==> config.mk <==
export PLATFORM = sky130hd
export DESIGN_NAME = sd_cf_adder
export DESIGN_NICKNAME = d
export VERILOG_FILES = /design/src/rtl/sd_pkg.sv /design/src/rtl/sd_rewrite.sv /design/src/rtl/sd_merge.sv /design/src/rtl/sd_stage_reg.sv /design/src/rtl/sd_cf_adder.sv
export SDC_FILE = /design/constraint.sdc
export NUM_CORES = 1
export LEC_CHECK = 0
export ABC_AREA = 1
export ABC_CLOCK_PERIOD_IN_PS = 1850
export BUFFER_PORTS_ARGS = -buffer_cell sky130_fd_sc_hd__buf_2
export CORE_ASPECT_RATIO = 0.7
export CORE_MARGIN = 2
export CORE_UTILIZATION = 56
export CTS_CLUSTER_SIZE = 10
export DETAILED_ROUTE_END_ITERATION = 8
export HOLD_SLACK_MARGIN = 0.1
export PLACE_DENSITY = 0.85
export SLEW_MARGIN = 40
export SYNTH_ARGS = -nofsm -noshare
export SYNTH_HDL_FRONTEND = slang
export SYNTH_SLANG_ARGS = --single-unit
==> constraint.sdc <==
create_clock -name clk -period 1.85 [get_ports clk]
set_input_delay 0.0925 -clock clk [delete_from_list [all_inputs] [get_ports clk]]
set_output_delay 0.0925 -clock clk [all_outputs]
set_load 0.05 [all_outputs]
==> src/rtl/sd_pkg.sv <==
package sd_pkg;
  typedef logic [1:0] sd_code_t;

  localparam sd_code_t SD_ZERO = 2'b00;
  localparam sd_code_t SD_POS  = 2'b01;
  localparam sd_code_t SD_NEG  = 2'b11;

  // Numeric value of one digit code; the illegal code reads as zero.
  function automatic logic signed [2:0] sd_to_int(input sd_code_t c);
    case (c)
      SD_POS:  return 3'sd1;
      SD_NEG:  return -3'sd1;
      default: return 3'sd0;
    endcase
  endfunction

  // Code for a value in -1..+1.
  function automatic sd_code_t sd_from_int(input logic signed [2:0] v);
    if (v == 3'sd1)       return SD_POS;
    else if (v == -3'sd1) return SD_NEG;
    else                  return SD_ZERO;
  endfunction
endpackage

==> src/rtl/sd_rewrite.sv <==
// One rewrite step: each pair sum a_i + b_i becomes 2*xfer_(i+1) + keep_i.
// SECOND selects the second-step mapping.
module sd_rewrite
  import sd_pkg::*;
#(
  parameter int WIDTH  = 4,
  parameter bit SECOND = 1'b0
) (
  input  logic [2*WIDTH-1:0]     a,
  input  logic [2*WIDTH-1:0]     b,
  output logic [2*(WIDTH+1)-1:0] xfer,
  output logic [2*(WIDTH+1)-1:0] keep
);
  assign xfer[1:0]           = SD_ZERO;
  assign keep[2*WIDTH +: 2]  = SD_ZERO;

  for (genvar i = 0; i < WIDTH; i++) begin : g_pos
    logic signed [2:0] pair;
    sd_code_t          tc;
    sd_code_t          wc;

    assign pair = sd_to_int(a[2*i +: 2]) + sd_to_int(b[2*i +: 2]);

    if (SECOND) begin : g_second
      always_comb begin
        case (pair)
          3'sd2:   begin tc = SD_POS;  wc = SD_ZERO; end
          3'sd1:   begin tc = SD_ZERO; wc = SD_POS;  end
          -3'sd1:  begin tc = SD_ZERO; wc = SD_NEG;  end
          -3'sd2:  begin tc = SD_NEG;  wc = SD_ZERO; end
          default: begin tc = SD_ZERO; wc = SD_ZERO; end
        endcase
      end
    end else begin : g_first
      always_comb begin
        case (pair)
          3'sd2:   begin tc = SD_POS;  wc = SD_ZERO; end
          3'sd1:   begin tc = SD_POS;  wc = SD_NEG;  end
          -3'sd1:  begin tc = SD_NEG;  wc = SD_POS;  end
          -3'sd2:  begin tc = SD_NEG;  wc = SD_ZERO; end
          default: begin tc = SD_ZERO; wc = SD_ZERO; end
        endcase
      end
    end

    assign xfer[2*(i+1) +: 2] = tc;
    assign keep[2*i +: 2]     = wc;
  end
endmodule

==> src/rtl/sd_merge.sv <==
// Final step: digit-wise sum of two vectors whose pair sums stay in -1..+1.
module sd_merge
  import sd_pkg::*;
#(
  parameter int WIDTH = 6
) (
  input  logic [2*WIDTH-1:0] t,
  input  logic [2*WIDTH-1:0] w,
  output logic [2*WIDTH-1:0] s
);
  for (genvar i = 0; i < WIDTH; i++) begin : g_pos
    assign s[2*i +: 2] = sd_from_int(sd_to_int(t[2*i +: 2]) + sd_to_int(w[2*i +: 2]));
  end
endmodule

==> src/rtl/sd_stage_reg.sv <==
// Optional pipeline register with valid. HOLD_IDLE keeps the data while idle.
module sd_stage_reg #(
  parameter int W          = 8,
  parameter bit REGISTERED = 1'b1,
  parameter bit HOLD_IDLE  = 1'b0
) (
  input  logic         clk,
  input  logic         rst,
  input  logic         vld_i,
  input  logic [W-1:0] d_i,
  output logic         vld_o,
  output logic [W-1:0] d_o
);
  if (REGISTERED) begin : g_reg
    always_ff @(posedge clk) begin
      if (rst) begin
        vld_o <= 1'b0;
        d_o   <= '0;
      end else begin
        vld_o <= vld_i;
        if (vld_i || !HOLD_IDLE) d_o <= d_i;
      end
    end
  end else begin : g_wire
    assign vld_o = vld_i;
    assign d_o   = d_i;
  end
endmodule

==> src/rtl/sd_cf_adder.sv <==
module sd_cf_adder #(
  parameter int N_DIGITS  = 4,
  parameter bit STEP_REGS = 1'b1
) (
  input  logic                      clk,
  input  logic                      rst,
  input  logic                      in_vld,
  input  logic [2*N_DIGITS-1:0]     op_a,
  input  logic [2*N_DIGITS-1:0]     op_b,
  output logic                      sum_vld,
  output logic [2*(N_DIGITS+2)-1:0] sum_dig
);
  localparam int W1 = N_DIGITS + 1;
  localparam int W2 = N_DIGITS + 2;

  logic [2*W1-1:0] t1, w1, t1_q, w1_q;
  logic [2*W2-1:0] t2, w2, mrg_t, mrg_w, mrg_s;
  logic            vld1, vld2;

  sd_rewrite #(.WIDTH(N_DIGITS), .SECOND(1'b0)) u_step1 (
    .a(op_a), .b(op_b), .xfer(t1), .keep(w1)
  );

  sd_stage_reg #(.W(4*W1), .REGISTERED(STEP_REGS), .HOLD_IDLE(1'b0)) u_reg1 (
    .clk(clk), .rst(rst), .vld_i(in_vld), .d_i({t1, w1}),
    .vld_o(vld1), .d_o({t1_q, w1_q})
  );

  sd_rewrite #(.WIDTH(W1), .SECOND(1'b1)) u_step2 (
    .a(t1_q), .b(w1_q), .xfer(t2), .keep(w2)
  );

  sd_stage_reg #(.W(4*W2), .REGISTERED(STEP_REGS), .HOLD_IDLE(1'b0)) u_reg2 (
    .clk(clk), .rst(rst), .vld_i(vld1), .d_i({t2, w2}),
    .vld_o(vld2), .d_o({mrg_t, mrg_w})
  );

  sd_merge #(.WIDTH(W2)) u_step3 (
    .t(mrg_t), .w(mrg_w), .s(mrg_s)
  );

  sd_stage_reg #(.W(2*W2), .REGISTERED(1'b1), .HOLD_IDLE(1'b1)) u_out (
    .clk(clk), .rst(rst), .vld_i(vld2), .d_i(mrg_s),
    .vld_o(sum_vld), .d_o(sum_dig)
  );
endmodule

; Word level (Yosys, flattened, before mapping)
; Index checks and enable logic that the tools add are counted.
[classes]
mux = 60
add_sub_neg = 15
eq_ne = 108
n_reduce_logical = 8
[ops]
columns = operator, count
row1 = one-hot mux 3 bit (2 select lines), 30
row2 = one-hot mux 2 bit (2 select lines), 18
row3 = "equality test 2 x 1 -> 1 bit, second input constant", 30
row4 = "equality test 2 bit, second input constant", 30
row5 = "equality test 3 bit, second input constant", 18
row6 = adder 3 bit, 15
row7 = "equality test 3 x 1 -> 1 bit, second input constant", 15
row8 = "equality test 3 x 2 -> 1 bit, second input constant", 15
row9 = two-way mux 2 bit, 12
row10 = OR reduction 2 bit, 8
[totals]
reg_bits = 59
inputBits = 19
output_inout_bits = 13

; Depth between registers and ports, before layout
; Gate-level depths: netlist (run 1).
[depth]
depth_word = 6
depth_mapped = 9
depth_no_buf = 8

; Hierarchy
; From an unflattened synthesis (run 1), not the netlist that was laid out.
[hier_totals]
hier_cells = 464
area_unflattened_um2 = 3373.2
[modules_own_cells]
columns = module, area_per_inst_um2, instances, cells_per_inst
row1 = sd_stage_reg (u_reg2), 724.4, 1, 78
row2 = sd_stage_reg (u_reg1), 600.6, 1, 65
row3 = sd_merge, 560.5, 1, 84
row4 = sd_stage_reg (u_out), 541.8, 1, 80
row5 = sd_rewrite (u_step1), 505.5, 1, 82
row6 = sd_rewrite (u_step2), 440.4, 1, 75

; Worst setup path before layout (run 1)
; Ideal clock, no wire load.
[synth_path]
kind = register to register
startpoint = register u_reg1.d_o[6]
endpoint = register u_reg2.d_o[6]
path_slack_ns = 0.314
n_path_buf = 1
synth_period_minus_slack_ns = 1.536
t_arrival_ns = 1.466
path_stages_with_launch = 7
setup_time_ns = 0.070
t_required_ns = 1.780
cell_sequence = dfxtp_1 > clkbuf_1 > ha_1 > fa_1 > inv_1 > or2_2 > a21oi_1
[synth_via]
elab_chain_len = 5
elab_cells_between_ends = 7
[synth_rtl]
columns = element, line_no
row1 = "start, declared", sd_stage_reg.sv:12  ; output logic [W-1:0] d_o
row2 = "start signal, assigned", sd_stage_reg.sv:21  ; if (vld_i || !HOLD_IDLE) d_o <= d_i;
row3 = equality test 2 bit / equality test 2 x 1 -> 1 bit (equally long branches), sd_pkg.sv:10  ; case (c)
row4 = one-hot mux 3 bit (2 select lines) (*), sd_pkg.sv:10
row5 = adder 3 bit (*), sd_rewrite.sv:22  ; assign pair = sd_to_int(a[2*i +: 2]) + sd_to_int(b[2*i +: 2]);
row6 = equality test 3 bit / equality test 3 x 1 -> 1 bit (equally long branches), sd_rewrite.sv:26  ; case (pair)
row7 = one-hot mux 2 bit (2 select lines) (*), sd_rewrite.sv:26
row8 = "end signal, assigned", sd_stage_reg.sv:21
row9 = "end, declared", sd_stage_reg.sv:12
; Every way passes the cells marked *; elsewhere a longest branch is shown, timed or not.
; A chain may end at the register's enable or synchronous reset.

; Worst setup path after layout (run 1)
; Ends and elaborated chain as after synthesis.

==> results.md, run 1 <==
* Fillers at 295
* Synth top area cells: dfxtp_1, fa_1, nand2_1
* Delay-heaviest family, CP: adder cells
* Tcrit/Tclk final at 0.8476
* Top cells by count, synth: dfxtp_1, nand2_1, inv_1, nor2_1, clkbuf_1
* Number of top-level pins at 32
* Crit-path max cell delay at 0.49 ns
* Starting Density at 0.5948
* Global Route Usage Sum at 0.1767
* Worst slew pin tran at 0.5165 ns
* Ys async rst share at 0
* Clock latency on the worst-skew pair at 0.29 ns
* Global-route wire length before repair at 6.023 mm
* Final wirelength at 3.344 mm
* First drt pass iteration count at 4
* Ant diodes at 0
* Slowest cell on crit path: fa_1
* Largest net degree at the start of global routing at 30
* Yosys top cell area share at 0.4483
* Max Cap Viol at 0
* Total power at 2.011 mW
* Cell Area, Synth at 2143 um2
* Fin crit period at 1.568 ns
* DR iter-0 viols at 45
* Net Switching at 550.1 uW
* Slew margin rel. at 0.6557
* Syn. warnings at 0
* Clock Sinks at 48
* Setup TNS at 0 ns
* Clock skew at 0.006061 ns
* Seq/Total Area, Yosys at 0.4483
* Setup Fix Bufs, Post-CTS at 0
* Sequential Power Share at 0.559
* Most numerous cell in the Yosys netlist: dfxtp_1
* Worst min-delay path class: primary input to flop
* CTS buffer count at 5
* Max Freq at 637.7 MHz
* Fin. Hold Viols at 0
* Hpwl dp at 2.546 mm
* Clock buffer depth at 2
* Clock power frac at 0.299
* Fin. max-slew vios at 0
* PortBufs at 31
* Antenna violations before repair at 0
* Final core utilization at 0.6542
* Syn-to-layout area delta at 9.982%
* Die X at 77.95 um
* CTS clock-pin slew for the worst setup and hold paths at 0.09 ns
* Peak VDD IR at 0.5176 mV
* CP Max Fanout at 4
* Post-synthesis cell count at 251
* Buffers & Inverters on Critical Path at 1
* Worst setup EP type: flop
* Int Pwr at 1.461 mW
* CTS tree: yes
* Htree depth at 2
* Critical path class: flop to flop
* Outcome: finished clean
* Arrival time at the worst endpoint at 1.79 ns
* Unrepaired setup endpoints after global routing: false
* Gpl congestion at 0.7202
* Logic pwr share at 0.142
* Crit start category: flop
* Root buffer cell: clkbuf_8
* # DRC at 0
* Yosys reg bits at 48
* PD cells at 853.3 nW/um2
* Distinct cells, synth at 22
* Leak Pwr at 1.141 nW
* Crit-path cells: ha_1 -> fa_1 -> inv_1 -> or2_2 -> a21oi_1
* Vias post-DR at 1472
* Remaining antenna violation count at 0
* Crit path required time at 2.08 ns
* Fraction of layout cells with a size suffix above 1 at 0.1648
* Top FF cell, synth: dfxtp_1
* DR vias/cell at 4.644
* Num rows at 18
* Sw frac at 0.2735
* Core Region at 3603 um2
* Overflow after GRT at 0
* Largest area contributor in the netlist: dfxtp_1
* Avg Cell Area, Syn at 8.539 um2
* Die footprint at 4346 um2
* Vias in the first global route at 1530
* DR WL/cell at 10.55 um
* Post-synth EDFFs at 0
* Final setup vio count at 0
* Die H at 55.76 um
* Final nets at 309
metal layers:
metal / global-route usage / share of wire / vias up
li1: - / - / 782
met1: 0.2027 / 0.46 / 653
met2: 0.3116 / 0.47 / 31
met3: 0.05682 / 0.048 / 6
met4: 0.06015 / 0.013 / 0
met5: 0 / 0 / -
repair_timing:
action	4_1_cts	5_1_grt
endpoints found under the hold margin	1	0
hold buffers	1	0
gates resized for setup	0	0
setup endpoints to repair	0	0
worst register-to-register path: stages (launching register included):
cell,delay (ns)
dfxtp_1,0.33
ha_1,0.21
fa_1,0.49
inv_1,0.07
or2_2,0.29
a21oi_1,0.13
cells by family after synthesis:
kind of cell	synth area share
and+or+nand+nor	0.1961
buffers and inverters	0.1138
DFF	0.4483
adders and majority gates	0.1891
AOI/OAI and AO/OA	0.04670
xor gates and xnor gates	0.004087
other	0.001750
power by group through the flow:
stage,Combinational (mW),Clock (mW),Sequential [mW]
global route,0.326,0.663,1.13
floorplan,0.198,0,1.18
detailed placement,0.280,0,1.15
global placement,0.268,0,1.15
CTS,0.284,0.612,1.13
finish,0.285,0.602,1.12
stage by stage:
stage	instance area, um2	setup slack [ns]	hold WS, ns	cells
2_1_floorplan	2147	0.3142	0.1995	252
3_3_place_gp	2260	0.3711	0.2934	308
3_5_place_dp	2260	0.3145	0.3119	308
4_1_cts	2357	0.2885	0.1458	317
5_1_grt	2357	0.1819	0.1705	317
6_report	2357	0.2819	0.1507	317
layout by cell type (no fill, tap or decap), types with 2 or more instances in the layout:
master / netlist / final
dfxtp_1: 48 / 48
nand2_1: 47 / 47
inv_1: 34 / 34
buf_2: 3 / 31
nor2_1: 21 / 21
fa_1: 14 / 14
nand3_1: 13 / 13
a21oi_1: 10 / 10
ha_1: 10 / 10
o21ai_0: 6 / 6
nor3_1: 5 / 5
nand3b_1: 5 / 5
clkbuf_8: 0 / 5
nor4_1: 4 / 4
or2_2: 2 / 2
clkinv_2: 0 / 2
conb_1: 1 / 2
state kept, by name, indices dropped and copies added, names as in the netlist:
| name | count |
|---|---|
| u_out.d_o | 11 |
| u_out.vld_o | 1 |
| u_reg1.d_o | 16 |
| u_reg2.d_o | 18 |
| u_reg1.vld_o | 1 |
| u_reg2.vld_o | 1 |
final timing paths:
path | startpoint | slack, ns | cells past startpoint | end
setup / recovery | u_reg1.d_o[6] | 0.28 | 5 | u_reg2.d_o[6]
hold reg to reg | u_reg1.vld_o | 0.41 | 2 | u_reg2.vld_o
setup reg to reg | u_reg1.d_o[6] | 0.28 | 5 | u_reg2.d_o[6]
hold / removal | op_a[0] | 0.15 | 4 | u_reg1.d_o[0]
area by class of cell:
class	count	area (um2)	area share
repair buffers	33	172.7	0.07325
multi-input cells	143	942.2	0.3997
well taps	50	62.56	0.02654
clock buffers	5	68.82	0.02919
flip-flops and latches	48	960.9	0.4076
clock inverters	3	18.77	0.007962
inverters	35	131.4	0.05573
No activity file was read; power rests on OpenSTA's default activity.
==> inputs of run 2 (changes only) <==
--- a/config.mk
+++ b/config.mk
@@ -6,7 +6,7 @@
 export NUM_CORES = 1
 export LEC_CHECK = 0
 export ABC_AREA = 1
-export ABC_CLOCK_PERIOD_IN_PS = 1850
+export ABC_CLOCK_PERIOD_IN_PS = 1500
 export BUFFER_PORTS_ARGS = -buffer_cell sky130_fd_sc_hd__buf_2
 export CORE_ASPECT_RATIO = 0.7
 export CORE_MARGIN = 2
==> constraint.sdc (replaced) <==
create_clock -name clk -period 1.5 [get_ports clk]
set_input_delay 0.075 -clock clk [delete_from_list [all_inputs] [get_ports clk]]
set_output_delay 0.075 -clock clk [all_outputs]
set_load 0.05 [all_outputs]
==> run 2 against run 1 <==
  * Die area is the same
  * Count of clock-buffer cells in the layout is the same
  * Sequential power grew 25%
  * First-iteration DRC count shrank 6.7%
  * Maximum frequency grew 8.7%
  * Sequential cell count is the same
  * Non-clock buffer count grew 1
==> results.md, run 2 (same netlist as run 1, synthesis figures left out) <==
* Peak VDD IR at 0.6977 mV (+35%)
* Arrival time at the worst endpoint at 1.68 ns (-0.11 ns)
* Global-route wire length before repair at 5.589 mm (-7.2%)
* Worst setup EP type: flop
* Crit-path cells: ha_2 -> fa_1 -> inv_2 -> or2_4 -> a21oi_2
* Crit-path max cell delay at 0.49 ns (about the same)
* PortBufs at 31 (unchanged)
* Min-delay src: op_a[4]
* Final setup vio count at 0 (unchanged)
* Total power at 2.697 mW (+34%)
* DR iter-0 viols at 42 (-6.7%)
* Max Freq at 693.3 MHz (+8.7%)
* Overflow after GRT at 0 (unchanged)
* Final wirelength at 3.397 mm (+1.6%)
* Top Registers: u_reg2.d_o: 18 flops, u_reg1.d_o: 16 flops, u_out.d_o: 11 flops
* CP startpoint: u_reg1.d_o[16]
* Starting Density at 0.5948 (unchanged)
* Die H at 55.76 um (unchanged)
* Commonest non-fill, non-tap cell in the layout: nand2_1
* Slowest cell on crit path: fa_1
* Num rows at 18 (unchanged)
* CTS buffer count at 5 (unchanged)
* Hpwl dp at 2.514 mm (-1.3%)
* Syn-to-layout area delta at 15.06%
* Final cell count without fillers at 318 (+0.32%)
* Clock skew at 0.01334 ns (+0.007280 ns)
* Fin. max-slew vios at 0 (unchanged)
* Fraction of layout cells with a size suffix above 1 at 0.2388 (+0.07401)
* Die footprint at 4346 um2 (unchanged)
* # DRC at 0 (unchanged)
* Worst min-delay path class: primary input to flop
* Clock Sinks at 48 (unchanged)
* Ant diodes at 0 (unchanged)
* Clock latency on the worst-skew pair at 0.31 ns (+0.02 ns)
* Die X at 77.95 um (unchanged)
* CP Max Fanout at 4 (unchanged)
* Final core utilization at 0.6844 (+0.03021)
* DR WL/cell at 10.68 um (+1.3%)
* Crit path required time at 1.74 ns (-0.34 ns)
* Htree depth at 2 (unchanged)
* Crit start category: flop
* Fin. Hold Viols at 0 (unchanged)
* Outcome: finished clean
* Hold_ws at 0.1333 ns (-0.01739 ns)
* Reg2reg start: u_reg1.d_o[16]
* CTS tree: yes
* First drt pass iteration count at 4 (unchanged)
* Unrepaired setup endpoints after global routing: true
* Setup Fix Bufs, Post-CTS at 0 (unchanged)
* Clock buffer depth at 2 (unchanged)
* Core Region at 3603 um2 (unchanged)
* PD cells at 1094 nW/um2 (+28%)
* Number of flip-flops in the largest register at 18 (unchanged)
* Root buffer cell: clkbuf_8
* Top reg by flops: u_reg2.d_o
* Antenna violations before repair at 0 (unchanged)
* CTS clock-pin slew for the worst setup and hold paths at 0.09 ns (about the same)
* Leak Pwr at 1.153 nW (+1.1%)
* Fillers at 292 (-1.0%)
* Vias in the first global route at 1361 (-11%)
* Max Cap Viol at 0 (unchanged)
* Gpl congestion at 0.6945 (-3.6%)
* Global Route Usage Sum at 0.1655 (-0.01117)
* Number of top-level pins at 32 (unchanged)
* Fin crit period at 1.442 ns (-0.1256 ns)
* Vias post-DR at 1505 (+2.2%)
* Setup TNS at 0 ns (unchanged)
* Most frequent cells in the layout: nand2_1, dfxtp_1, inv_1, buf_2, nor2_1
* Final nets at 310 (+0.32%)
* Critical path class: flop to flop
* Tcrit/Tclk final at 0.9616 (+0.1140)
* Largest net degree at the start of global routing at 29 (-3.3%)
* DR vias/cell at 4.733 (+1.9%)
* # placed instances at 309 (+0.32%)
* Remaining antenna violation count at 0 (unchanged)
## run 2: timing repair
action,in CTS,in global routing
hold endpoints to repair,1,0
resized for setup,1,19
hold buffers,1,0
endpoints found under the setup margin,1,7
pin swaps,0,4
## run 2: through the flow
stage / instance area, um2 / setup slack, ns
CTS: 2405 / 0.01225
global placement: 2272 / 0.05682
floorplan: 2152 / -0.004912
finish: 2466 / 0.05756
global route: 2466 / -0.03539
detailed placement: 2272 / 0.008206
## run 2: layer usage
| layer | global-route usage | part of all wire |
|---|---|---|
| met1 | 0.2027 | 0.44 |
| met2 | 0.2697 | 0.49 |
| met4 | 0.06767 | 0.014 |
| met5 | 0 | 0 |
| met3 | 0.05519 | 0.047 |
## run 2: worst max-delay path, delay by kind of cell, from the launching register on
| kind | cells | cell delay (ns) |
|---|---|---|
| fa+ha+maj | 2 | 0.66 |
| flops | 1 | 0.33 |
| compound gates | 1 | 0.12 |
| simple gates | 1 | 0.23 |
| buf+inv | 1 | 0.05 |
## run 2: power by group
group	internal [mW]	switching (mW)	leakage (nW)	total, mW
registers	1.35	0.0440	0.395	1.40
logic	0.140	0.229	0.699	0.369
clock network	0.502	0.429	0.0583	0.931
## run 2: layout make-up
| type | instances | area, um2 | area share |
|---|---|---|---|
| multi-input combinational | 143 | 1006 | 0.4079 |
| sequential | 48 | 969.7 | 0.3932 |
| timing repair buffer | 34 | 180.2 | 0.07306 |
| inverter | 35 | 131.4 | 0.05327 |
| clock buffer | 5 | 68.82 | 0.02790 |
| tap | 50 | 62.56 | 0.02537 |
| clock inverter | 3 | 47.55 | 0.01928 |
## run 2: final timing paths
check	to	slack, ns	depth (start not counted)
worst max-delay path	u_reg2.d_o[6]	0.06	5
worst min-delay path	u_reg1.d_o[4]	0.13	4
worst max register to register	u_reg2.d_o[6]	0.06	5
worst min register to register	u_reg2.vld_o	0.41	2
